===== config.mk =====
export PLATFORM = sky130hd
export DESIGN_NAME = digit_join_unit
export DESIGN_NICKNAME = d
export VERILOG_FILES = /design/src/rtl/digit_join_pkg.sv /design/src/rtl/digit_join_decode.sv /design/src/rtl/digit_join_muladd.sv /design/src/rtl/digit_join_flaggen.sv /design/src/rtl/digit_join_unit.sv
export SDC_FILE = /design/constraint.sdc
export NUM_CORES = 1
export LEC_CHECK = 0
export ABC_AREA = 0
export CORE_MARGIN = 2
export CORE_UTILIZATION = 43
export DETAILED_ROUTE_END_ITERATION = 10
export GPL_TIMING_DRIVEN = 0
export PLACE_DENSITY = 0.81
export SLEW_MARGIN = 20
export SYNTH_ARGS = -nofsm -noshare
export SYNTH_HDL_FRONTEND = slang
export SYNTH_SLANG_ARGS = --single-unit

===== constraint.sdc =====
create_clock -name clk -period 5 [get_ports clk]
set_input_delay 1 -clock clk [delete_from_list [all_inputs] [get_ports clk]]
set_output_delay 1 -clock clk [all_outputs]
set_load 0.05 [all_outputs]

===== src/rtl/digit_join_pkg.sv =====
package digit_join_pkg;
    localparam int FLAG_CARRY  = 0;
    localparam int FLAG_PARITY = 2;
    localparam int FLAG_AUX    = 4;
    localparam int FLAG_ZERO   = 6;
    localparam int FLAG_SIGN   = 7;
    localparam int FLAG_TRAP   = 8;
    localparam int FLAG_INTR   = 9;
    localparam int FLAG_DIR    = 10;
    localparam int FLAG_OVF    = 11;
    localparam int NIBBLE_W    = 4;

    typedef struct packed {
        logic ovf;
        logic sign;
        logic zero;
        logic aux;
        logic parity;
        logic carry;
    } arith_flags_t;
endpackage


===== src/rtl/digit_join_decode.sv =====
module digit_join_decode #(
    parameter int          OP_W   = 8,
    parameter logic [7:0]  OPCODE = 8'hD5
) (
    input  logic [OP_W-1:0] op_byte,
    output logic            is_legal
);
    localparam logic [OP_W-1:0] MATCH = OP_W'(OPCODE);

    always_comb begin
        is_legal = (op_byte == MATCH);
    end
endmodule


===== src/rtl/digit_join_muladd.sv =====
module digit_join_muladd #(
    parameter int DATA_W = 8
) (
    input  logic [DATA_W-1:0] low_digit,
    input  logic [DATA_W-1:0] high_digit,
    input  logic [DATA_W-1:0] radix,
    output logic [DATA_W-1:0] sum,
    output logic              carry_top,
    output logic              carry_nib,
    output logic              ovf
);
    import digit_join_pkg::*;

    localparam int PROD_W = 2 * DATA_W;

    logic [PROD_W-1:0]     product;
    logic [DATA_W-1:0]     scaled;
    logic [DATA_W:0]       wide_sum;
    logic [NIBBLE_W:0]     nib_sum;

    always_comb begin
        product   = PROD_W'(high_digit) * PROD_W'(radix);
        scaled    = product[DATA_W-1:0];
        wide_sum  = {1'b0, low_digit} + {1'b0, scaled};
        nib_sum   = {1'b0, low_digit[NIBBLE_W-1:0]} + {1'b0, scaled[NIBBLE_W-1:0]};
        sum       = wide_sum[DATA_W-1:0];
        carry_top = wide_sum[DATA_W];
        carry_nib = nib_sum[NIBBLE_W];
        ovf       = (low_digit[DATA_W-1] == scaled[DATA_W-1]) &&
                    (wide_sum[DATA_W-1] != low_digit[DATA_W-1]);
    end
endmodule


===== src/rtl/digit_join_flaggen.sv =====
module digit_join_flaggen #(
    parameter int DATA_W = 8,
    parameter int FLAG_W = 16
) (
    input  logic [DATA_W-1:0] result,
    input  logic              carry_top,
    input  logic              carry_nib,
    input  logic              ovf,
    input  logic [FLAG_W-1:0] flags_in,
    output logic [FLAG_W-1:0] flags_out
);
    import digit_join_pkg::*;

    arith_flags_t af;
    logic [DATA_W-1:0] par_chain;

    genvar gi;
    generate
        for (gi = 0; gi < DATA_W; gi++) begin : g_par
            if (gi == 0) begin : g_first
                assign par_chain[gi] = result[gi];
            end else begin : g_next
                assign par_chain[gi] = par_chain[gi-1] ^ result[gi];
            end
        end
    endgenerate

    always_comb begin
        af.carry  = carry_top;
        af.aux    = carry_nib;
        af.ovf    = ovf;
        af.sign   = result[DATA_W-1];
        af.zero   = (result == '0);
        af.parity = ~par_chain[DATA_W-1];

        flags_out              = flags_in;
        flags_out[FLAG_CARRY]  = af.carry;
        flags_out[FLAG_PARITY] = af.parity;
        flags_out[FLAG_AUX]    = af.aux;
        flags_out[FLAG_ZERO]   = af.zero;
        flags_out[FLAG_SIGN]   = af.sign;
        flags_out[FLAG_OVF]    = af.ovf;
    end
endmodule


===== src/rtl/digit_join_unit.sv =====
module digit_join_unit #(
    parameter int         DATA_W = 8,
    parameter int         FLAG_W = 16,
    parameter logic [7:0] OPCODE = 8'hD5
) (
    input  logic              clk,
    input  logic              rst,
    input  logic              in_valid,
    input  logic [7:0]        op_byte,
    input  logic [DATA_W-1:0] imm_byte,
    input  logic [DATA_W-1:0] al_in,
    input  logic [DATA_W-1:0] ah_in,
    input  logic [FLAG_W-1:0] flags_in,
    output logic              out_valid,
    output logic [DATA_W-1:0] al_out,
    output logic [DATA_W-1:0] ah_out,
    output logic [FLAG_W-1:0] flags_out,
    output logic              illegal
);
    typedef struct packed {
        logic              valid;
        logic              bad_op;
        logic [DATA_W-1:0] lo;
        logic [DATA_W-1:0] hi;
        logic [FLAG_W-1:0] flags;
    } result_t;

    result_t state_d, state_q;

    logic              op_ok;
    logic [DATA_W-1:0] join_sum;
    logic              c_top, c_nib, v_flag;
    logic [FLAG_W-1:0] new_flags;

    digit_join_decode #(.OP_W(8), .OPCODE(OPCODE)) i_decode (
        .op_byte  (op_byte),
        .is_legal (op_ok)
    );

    digit_join_muladd #(.DATA_W(DATA_W)) i_muladd (
        .low_digit  (al_in),
        .high_digit (ah_in),
        .radix      (imm_byte),
        .sum        (join_sum),
        .carry_top  (c_top),
        .carry_nib  (c_nib),
        .ovf        (v_flag)
    );

    digit_join_flaggen #(.DATA_W(DATA_W), .FLAG_W(FLAG_W)) i_flags (
        .result    (join_sum),
        .carry_top (c_top),
        .carry_nib (c_nib),
        .ovf       (v_flag),
        .flags_in  (flags_in),
        .flags_out (new_flags)
    );

    always_comb begin
        state_d       = state_q;
        state_d.valid = in_valid;
        if (in_valid) begin
            if (op_ok) begin
                state_d.bad_op = 1'b0;
                state_d.lo     = join_sum;
                state_d.hi     = '0;
                state_d.flags  = new_flags;
            end else begin
                state_d.bad_op = 1'b1;
                state_d.lo     = al_in;
                state_d.hi     = ah_in;
                state_d.flags  = flags_in;
            end
        end
    end

    always_ff @(posedge clk) begin
        if (rst) begin
            state_q <= '0;
        end else begin
            state_q <= state_d;
        end
    end

    assign out_valid = state_q.valid;
    assign illegal   = state_q.bad_op;
    assign al_out    = state_q.lo;
    assign ah_out    = state_q.hi;
    assign flags_out = state_q.flags;
endmodule


==> results of run 1 <==
metal layers:
metal	track usage	up-vias	share of wire
li1	-	1247	-
met1	0.255	1189	0.41
met2	0.385	104	0.51
met3	0.0547	14	0.075
met4	0.0268	0	0.010
met5	0	-	0
power groups by stage:
stage	clock network, mW	logic, mW	registers [mW]
after global placement	0	0.739	0.302
after detailed placement	0	0.761	0.302
final	0.193	0.953	0.296
after floorplan	0	0.519	0.359
after global routing	0.208	1.02	0.298
after CTS	0.195	0.898	0.297
through the flow:
stage | std cells | setup WS (ns) | hold WS [ns] | power [mW] | TNS [ns]
floorplan | 317 | 0.0148 | 0.668 | 0.878 | 0
global placement | 474 | -0.962 | 0.446 | 1.04 | -4.88
detailed placement | 474 | -0.979 | 0.449 | 1.06 | -5.38
CTS | 487 | 0.00170 | 0.458 | 1.39 | 0
global route | 487 | 0.00281 | 0.502 | 1.52 | 0
finish | 487 | 0.0986 | 0.458 | 1.44 | 0
Yosys cell counts (2+ instances only):
library cell,count
sky130_fd_sc_hd__a211oi_1,4
sky130_fd_sc_hd__a21o_1,2
sky130_fd_sc_hd__a21oi_1,23
sky130_fd_sc_hd__a311oi_1,4
sky130_fd_sc_hd__and2_1,23
sky130_fd_sc_hd__and3_1,2
sky130_fd_sc_hd__clkbuf_1,10
sky130_fd_sc_hd__dfxtp_1,34
sky130_fd_sc_hd__fa_1,13
sky130_fd_sc_hd__ha_1,25
sky130_fd_sc_hd__inv_1,30
sky130_fd_sc_hd__mux2i_1,12
sky130_fd_sc_hd__nand2_1,33
sky130_fd_sc_hd__nand3_1,12
sky130_fd_sc_hd__nor2_1,32
sky130_fd_sc_hd__nor3_1,2
sky130_fd_sc_hd__o211ai_1,2
sky130_fd_sc_hd__o21ai_0,4
sky130_fd_sc_hd__o21ai_1,5
sky130_fd_sc_hd__xnor2_1,17
sky130_fd_sc_hd__xnor3_1,2
sky130_fd_sc_hd__xor2_1,5
sequential cells by signal, indices dropped and copies added (netlist names):
name,count
ah_out,8
al_out,8
flags_out,16
illegal,1
out_valid,1
worst register-to-register path: cells and delay by family, from the launching register on:
kind	cells	cell delay, ns
simple gates	2	0.13
compound gates	2	0.25
flops	1	0.34
worst paths after layout:
kind	startpoint	end	cells after the start	slack [ns]
max	imm_byte[3]	flags_out[6]$_SDFFE_PP0P_	17	0.1
max reg2reg	flags_out[2]$_SDFFE_PP0P_	flags_out[2]$_SDFFE_PP0P_	4	4.18
min reg2reg	ah_out[0]$_SDFFE_PP0P_	ah_out[0]$_SDFFE_PP0P_	2	0.46
min	ah_out[0]$_SDFFE_PP0P_	ah_out[0]$_SDFFE_PP0P_	2	0.46
cells by family (layout without fill, tap and decap cells):
family / after synthesis / after routing / synth area share
AOI/OAI and AO/OA: 51 / 51 / 0.121
xor gates and xnor gates: 24 / 24 / 0.0884
muxes: 12 / 12 / 0.0447
adders and majority gates: 38 / 38 / 0.213
and+or+nand+nor: 115 / 115 / 0.214
DFF: 34 / 34 / 0.253
buffers and inverters: 43 / 138 / 0.0656
area by class of cell:
type,instances,area [µm²]
Buffer,13,63.8
Clock buffer,5,68.8
Clock inverter,2,10.0
Fill cell,514,2180
Inverter,30,113
Multi-Input combinational cell,240,1940
Sequential cell,34,681
Tap cell,75,93.8
Timing Repair Buffer,88,841
timing repair:
action                     in CTS  in global routing
setup buffers                   6                  0
cloned                          0                  0
pin swaps                      18                 25
gates resized for setup        40                 33
setup endpoints to repair       8                  5
==> metrics.log, run 1 <==
[metrics] total vias in the final route: roughly 2,600
[metrics] Overall Global Routing Usage: 0.211
[metrics] die width: between 80 and 90 µm
[metrics] Worst Path Arrival: 5.12 ns
[metrics] detailed-router iteration count before antenna repair: 6
[metrics] Placed Instance Area: between 3000 and 4000 µm²
[metrics] Setup crit end kind: register
[metrics] Syn-to-layout area delta: 41.8%
[metrics] number of distinct library cell variants in the gate-level netlist after synthesis: between 40 and 50
[metrics] num rows: 28
[metrics] routability congestion estimate: around 0.9
[metrics] hold violation total from the final report: 0
[metrics] Post-Synthesis Net Count: a little over 400
[metrics] # DRC: 0
[metrics] proportion of layout cells with a drive suffix above 1: 0.138
[metrics] Seq pwr share: 0.206
[metrics] Max Slew Vio Count: 0
[metrics] number of inserted diodes: 0
[metrics] count of routing violations after the opening detailed-route iteration: ~160
[metrics] transition time of the tightest slew-check pin: about 0.7 ns
[metrics] wire length of the first global-routing pass: approximately 12,000 µm
[metrics] number of setup violations in the final report: 0
[metrics] initial antenna violation count: 0
[metrics] sequential cell area fraction in the yosys report: 0.253
[metrics] largest net degree at the start of global routing: 11
[metrics] count of clock tree sinks: 34
[metrics] total number of nets in the final design: ~500
[metrics] via density per instance: approximately 5.2
[metrics] average cell area after synthesis: between 8 and 9 µm²
[metrics] Clock Pin Slew Worst Setup and Hold Paths: around 0.07 ns
[metrics] Final Instance Area: 3810 µm²
[metrics] final clock skew: 0 ns
[metrics] net switching power figure: 0.568 mW
[metrics] buffering stage count on the worst path with inverters included: 3
[metrics] leakage power: 1.68 nW
[metrics] Max Clock Freq: ~0.20 GHz
[metrics] fraction of power consumed by the clock network: 0.134
[metrics] cell taking the most area after synthesis: sky130_fd_sc_hd__dfxtp_1
[metrics] initial core utilization: 0.449
[metrics] hpwl dp: 5660 µm
[metrics] power density over cell area: 378 nW/µm²
[metrics] Total Routed Length: 7280 µm
[metrics] share of async-settable or async-resettable flops after synthesis: 0
[metrics] sw frac: 0.394
[metrics] die footprint: between 6000 and 7000 µm²
[metrics] HP Class: reg2reg
[metrics] flip-flop cell with the highest count after synthesis: sky130_fd_sc_hd__dfxtp_1
[metrics] most common cell after layout, fill and taps aside: sky130_fd_sc_hd__clkdlybuf4s50_1
[metrics] Rel. slew slack: 0.527
[metrics] data required time of the worst path: between 5 and 6 ns
[metrics] number of enable-type register cells in the synthesized netlist: 0
[metrics] share of the clock period used by the worst path after layout: 0.980
[metrics] number of standard cells after synthesis: 317
[metrics] count of nets left with antenna violations after detail routing: 0
[metrics] minimum clock period: ~4.9 ns
[metrics] Die Span Y: just over 80 µm
[metrics] quantity of I/O buffers inserted on ports: between 80 and 90
[metrics] flip-flop and latch count after synthesis: 34
[metrics] number of max-cap violations: 0
[metrics] Cell Area, Synth: 2690 µm²
[metrics] I/O pins: 85
[metrics] maximum fanout along the worst path: 5
[metrics] commonest cells after routing, fill and taps aside: 68 x sky130_fd_sc_hd__clkdlybuf4s50_1, 34 x sky130_fd_sc_hd__dfxtp_1, 32 x sky130_fd_sc_hd__nand2_1
[metrics] Post-Route Utilization: 0.637
[metrics] combinational fraction of design power: 0.661
[metrics] yosys warns: 0
[metrics] Floorplan Core Area: approximately 6000 µm²
[metrics] CTS tree: built
[metrics] crit path kind: in2reg
[metrics] CP cell instances: buf_2 -> and2_4 -> fa_2 -> fa_1 -> ha_1 -> inv_1 -> fa_1 -> inv_2 -> ha_4 -> a21o_1 -> a21oi_4 -> xnor2_2 -> xnor2_2 -> ha_1 -> or3_4 -> a2111o_1 -> o21ai_1
[metrics] type of origin of the critical path: primary input
[metrics] count of hold-fix buffers inserted at cts: 0
[metrics] average wire per standard cell: approximately 15 µm
[metrics] Synth top area share: 0.253
[metrics] Root Driver: sky130_fd_sc_hd__clkbuf_8
[metrics] Num CTS Buffers: 5
[metrics] cell with the largest stage delay on the worst path: sky130_fd_sc_hd__fa_1
[metrics] P_int: 0.875 mW
[metrics] peak per-stage delay on the critical path: roughly 0.49 ns
[metrics] unrepaired setup endpoints after global routing: false
[metrics] depth of the CTS H-tree: 2
[metrics] status: complete, no violations
[metrics] worst IR drop on VDD: ~0.25 mV
[metrics] cell type group with the largest total delay on the critical path: adder cells
[metrics] Overflow after GRT: 0
[metrics] clock insertion delay at the later pin of the skew report: 0.29 ns
[metrics] maximum clock path buffer count: 2
[metrics] vias in the first global route: between 2,000 and 3,000
[metrics] Synth area leaders: sky130_fd_sc_hd__dfxtp_1 25%, sky130_fd_sc_hd__ha_1 12%, sky130_fd_sc_hd__fa_1 9.7%
Note: power is estimated with default switching activity, not from simulation.
==> run 2, diff against run 1 <==
Settings changed: CORE_UTILIZATION 43 to 45, CTS_BUF_LIST set to sky130_fd_sc_hd__clkbuf_2, PLACE_DENSITY 0.81 to 0.83, SYNTH_HIERARCHICAL set to 1.
==> run 2 against run 1 <==
Sequential share of layout area decreased by 0.74 points. Die area increased by 2.0%. Wire length shrank 4.3%. Largest cell class unchanged. Largest power group unchanged.
==> metrics.log, run 2 <==
[metrics] Max Slew Vio Count: 0
[metrics] min-delay src: ah_out[7]$_SDFFE_PP0P_
[metrics] hold violation total from the final report: 0
[metrics] number of standard cells after synthesis: around 310
[metrics] num rows: 29
[metrics] # DRC: 0
[metrics] count of routing violations after the opening detailed-route iteration: 76
[metrics] minimum clock period: ~5.0 ns
[metrics] Post-Synthesis Net Count: approximately 400
[metrics] transition time of the tightest slew-check pin: around 0.52 ns
[metrics] Worst Path Arrival: between 5 and 6 ns
[metrics] count of hold-fix buffers inserted at cts: 0
[metrics] number of max-cap violations: 0
[metrics] peak per-stage delay on the critical path: a little under 0.5 ns
[metrics] worst hold-check slack: 0.481 ns
[metrics] worst IR drop on VDD: 0.319 mV
[metrics] Num CTS Buffers: 5
[metrics] initial core utilization: 0.458
[metrics] count of nets left with antenna violations after detail routing: 0
[metrics] Setup crit end kind: register
[metrics] cell mode on critical path: sky130_fd_sc_hd__xnor2_1
[metrics] number of distinct library cell variants in the gate-level netlist after synthesis: 33
[metrics] total number of nets in the final design: between 400 and 500
[metrics] final clock skew: 0 ns
[metrics] sw frac: 0.404
[metrics] initial antenna violation count: 0
[metrics] Overall Global Routing Usage: 0.200
[metrics] flip-flop and latch count after synthesis: 34
[metrics] Max Clock Freq: approximately 0.2 GHz
[metrics] share of the clock period used by the worst path after layout: 0.998
[metrics] Synth area leaders: sky130_fd_sc_hd__dfxtp_1 24%, sky130_fd_sc_hd__ha_1 11%, sky130_fd_sc_hd__fa_1 9.1%
[metrics] cell taking the most area after synthesis: sky130_fd_sc_hd__dfxtp_1
[metrics] status: complete, no violations
[metrics] depth of the CTS H-tree: 2
[metrics] most common cell after layout, fill and taps aside: sky130_fd_sc_hd__clkdlybuf4s50_1
[metrics] number of inserted diodes: 0
[metrics] overall power: between 1.5 and 2 mW
[metrics] fraction of power consumed by the clock network: 0.083
[metrics] power density over cell area: about 380 nW/µm²
[metrics] combinational fraction of design power: 0.719
[metrics] hpwl dp: between 5000 and 6000 µm
[metrics] Total Routed Length: slightly below 7000 µm
[metrics] quantity of I/O buffers inserted on ports: 82
[metrics] maximum clock path buffer count: 2
[metrics] Floorplan Core Area: ~6300 µm²
[metrics] largest net degree at the start of global routing: 11
[metrics] detailed-router iteration count before antenna repair: 4
[metrics] Post-Route Utilization: 0.634
[metrics] data required time of the worst path: about 5.3 ns
[metrics] commonest cells after routing, fill and taps aside: 69 x sky130_fd_sc_hd__clkdlybuf4s50_1, 34 x sky130_fd_sc_hd__dfxtp_1, 27 x sky130_fd_sc_hd__nor2_1
[metrics] count of clock tree sinks: 34
[metrics] Rel. slew slack: 0.650
[metrics] Final Non-Filler Cells: 488
[metrics] sequential cell area fraction in the yosys report: 0.237
[metrics] yosys warns: 6
[metrics] Die Span Y: about 84 µm
[metrics] proportion of layout cells with a drive suffix above 1: 0.182
[metrics] via density per instance: ~5
[metrics] type of origin of the critical path: primary input
[metrics] cell type group with the largest total delay on the critical path: adder cells
[metrics] average cell area after synthesis: slightly above 9 µm²
[metrics] number of enable-type register cells in the synthesized netlist: 0
[metrics] leakage power: around 1.7 nW
[metrics] vias in the first global route: approximately 2,400
[metrics] count of placed standard cells including taps: about 470
[metrics] buffering stage count on the worst path with inverters included: 3
[metrics] net switching power figure: 0.612 mW
[metrics] Overflow after GRT: 0
[metrics] die footprint: roughly 7000 µm²
[metrics] most frequent cell after synthesis: sky130_fd_sc_hd__dfxtp_1
[metrics] clock insertion delay at the later pin of the skew report: between 0.3 and 0.4 ns
[metrics] share of async-settable or async-resettable flops after synthesis: 0
[metrics] wire length of the first global-routing pass: 11,500 µm
[metrics] worst reg2reg startpoint: flags_out[12]$_SDFFE_PP0P_
[metrics] number of setup violations in the final report: 0
[metrics] flip-flop cell with the highest count after synthesis: sky130_fd_sc_hd__dfxtp_1
[metrics] total vias in the final route: 2,489
[metrics] Seq pwr share: 0.198
[metrics] routability congestion estimate: ~0.83
[metrics] CP cell instances: buf_2 -> and2_4 -> fa_2 -> fa_1 -> ha_1 -> inv_1 -> fa_1 -> inv_2 -> ha_4 -> a21o_1 -> a21oi_2 -> xnor2_1 -> xnor2_1 -> ha_1 -> xnor2_2 -> xnor2_1 -> xnor3_1 -> mux2i_1 -> a211oi_2
[metrics] P_int: roughly 0.90 mW
[metrics] die width: 83.9 µm
[metrics] average wire per standard cell: 14.3 µm
[metrics] I/O pins: 85
[metrics] cell with the largest stage delay on the worst path: sky130_fd_sc_hd__fa_1
[metrics] CTS tree: built
[metrics] launching element of the worst setup path: imm_byte[3]
[metrics] maximum fanout along the worst path: 5
[metrics] crit path kind: in2reg
[metrics] HP Class: reg2reg
[metrics] most frequent cells after synthesis: 34 x sky130_fd_sc_hd__dfxtp_1, 27 x sky130_fd_sc_hd__nor2_1, 26 x sky130_fd_sc_hd__a211oi_1, 25 x sky130_fd_sc_hd__ha_1, 24 x sky130_fd_sc_hd__mux2i_1
[metrics] Cell Area, Synth: 2870 µm²
[metrics] unrepaired setup endpoints after global routing: true
[metrics] Root Driver: sky130_fd_sc_hd__clkbuf_2
[metrics] Syn-to-layout area delta: 38.5%
[metrics] Synth top area share: 0.237
[metrics] number of flip-flops under the largest register name: 16
[metrics] Clock Pin Slew Worst Setup and Hold Paths: about 0.17 ns
run 2: cell types whose count changed in the layout (fill, tap and decap cells not counted), moves of 5 or more:
| cell | previous run | this run |
|---|---|---|
| sky130_fd_sc_hd__a211oi_1 | 4 | 25 |
| sky130_fd_sc_hd__a21oi_1 | 21 | 11 |
| sky130_fd_sc_hd__buf_4 | 7 | 22 |
| sky130_fd_sc_hd__clkbuf_8 | 5 | 0 |
| sky130_fd_sc_hd__inv_1 | 25 | 19 |
| sky130_fd_sc_hd__mux2i_1 | 12 | 24 |
| sky130_fd_sc_hd__nand2_1 | 32 | 14 |
| sky130_fd_sc_hd__nand2b_1 | 1 | 8 |
| sky130_fd_sc_hd__nand3_1 | 12 | 0 |
| sky130_fd_sc_hd__nand3b_1 | 0 | 8 |
| sky130_fd_sc_hd__o21ai_1 | 5 | 0 |
run 2: power by group through the flow:
| stage | logic (mW) | clock network, mW | registers, mW |
|---|---|---|---|
| final | 1.09 | 0.126 | 0.299 |
| after global routing | 1.17 | 0.140 | 0.301 |
| after CTS | 1.02 | 0.130 | 0.299 |
| after detailed placement | 0.933 | 0 | 0.305 |
| after global placement | 0.908 | 0 | 0.304 |
| after floorplan | 0.662 | 0 | 0.366 |
run 2: worst min-delay path: stages, from the launching register on:
cell and delay, ns:
sky130_fd_sc_hd__dfxtp_1 0.34, sky130_fd_sc_hd__nand2b_1 0.06, sky130_fd_sc_hd__a21oi_1 0.05
run 2: what timing repair did:
action	CTS	global route
setup endpoints to repair	6	5
resized for setup	45	27
buffers inserted	3	4
pin swaps	17	25
hold endpoints to repair	0	0
run 2: through the flow:
stage	instance area [µm²]	setup TNS [ns]	setup WS (ns)
final	3980	0	0.00805
after global routing	3980	-0.0844	-0.0655
after CTS	3890	0	0.00475
after detailed placement	3830	-4.94	-0.938
after global placement	3830	-4.54	-0.858
after floorplan	2920	0	0.00478
run 2: metal layers:
metal	vias to the layer above	part of all wire	GRT usage
met5	-	0	0
met4	0	0.011	0.0557
met3	7	0.039	0.0257
met2	65	0.49	0.340
met1	1169	0.46	0.267
li1	1248	-	-
run 2: final timing paths:
| kind | endpoint | slack (ns) | cells past startpoint |
|---|---|---|---|
| max | flags_out[2]$_SDFFE_PP0P_ | 0.008 | 19 |
| min | ah_out[7]$_SDFFE_PP0P_ | 0.48 | 2 |
| max reg2reg | flags_out[12]$_SDFFE_PP0P_ | 4.25 | 2 |
| min reg2reg | ah_out[7]$_SDFFE_PP0P_ | 0.48 | 2 |
run 2: logic make-up (layout without fill, tap and decap cells):
group | count (synthesis) | in the layout | synth area share
buffers and inverters | 51 | 148 | 0.103
DFF | 34 | 34 | 0.237
AOI/OAI and AO/OA | 53 | 53 | 0.127
adders and majority gates | 38 | 38 | 0.199
muxes | 24 | 24 | 0.0836
and+or+nand+nor | 88 | 88 | 0.161
xor gates and xnor gates | 26 | 26 | 0.0888
run 2: final cells by class:
class                           count  area (µm²)
Buffer                             29         214
Clock buffer                        6        30.0
Clock inverter                      2        8.76
Fill cell                         527        2300
Inverter                           22        82.6
Multi-Input combinational cell    229        2010
Sequential cell                    34         681
Tap cell                           77        96.3
Timing Repair Buffer               89         852
==> run 3, diff against run 2 <==
Settings changed: SLEW_MARGIN 20 to 15.
==> results of run 3 <==
Same layout as run 2: the final DEF is identical, and so are final timing and power.
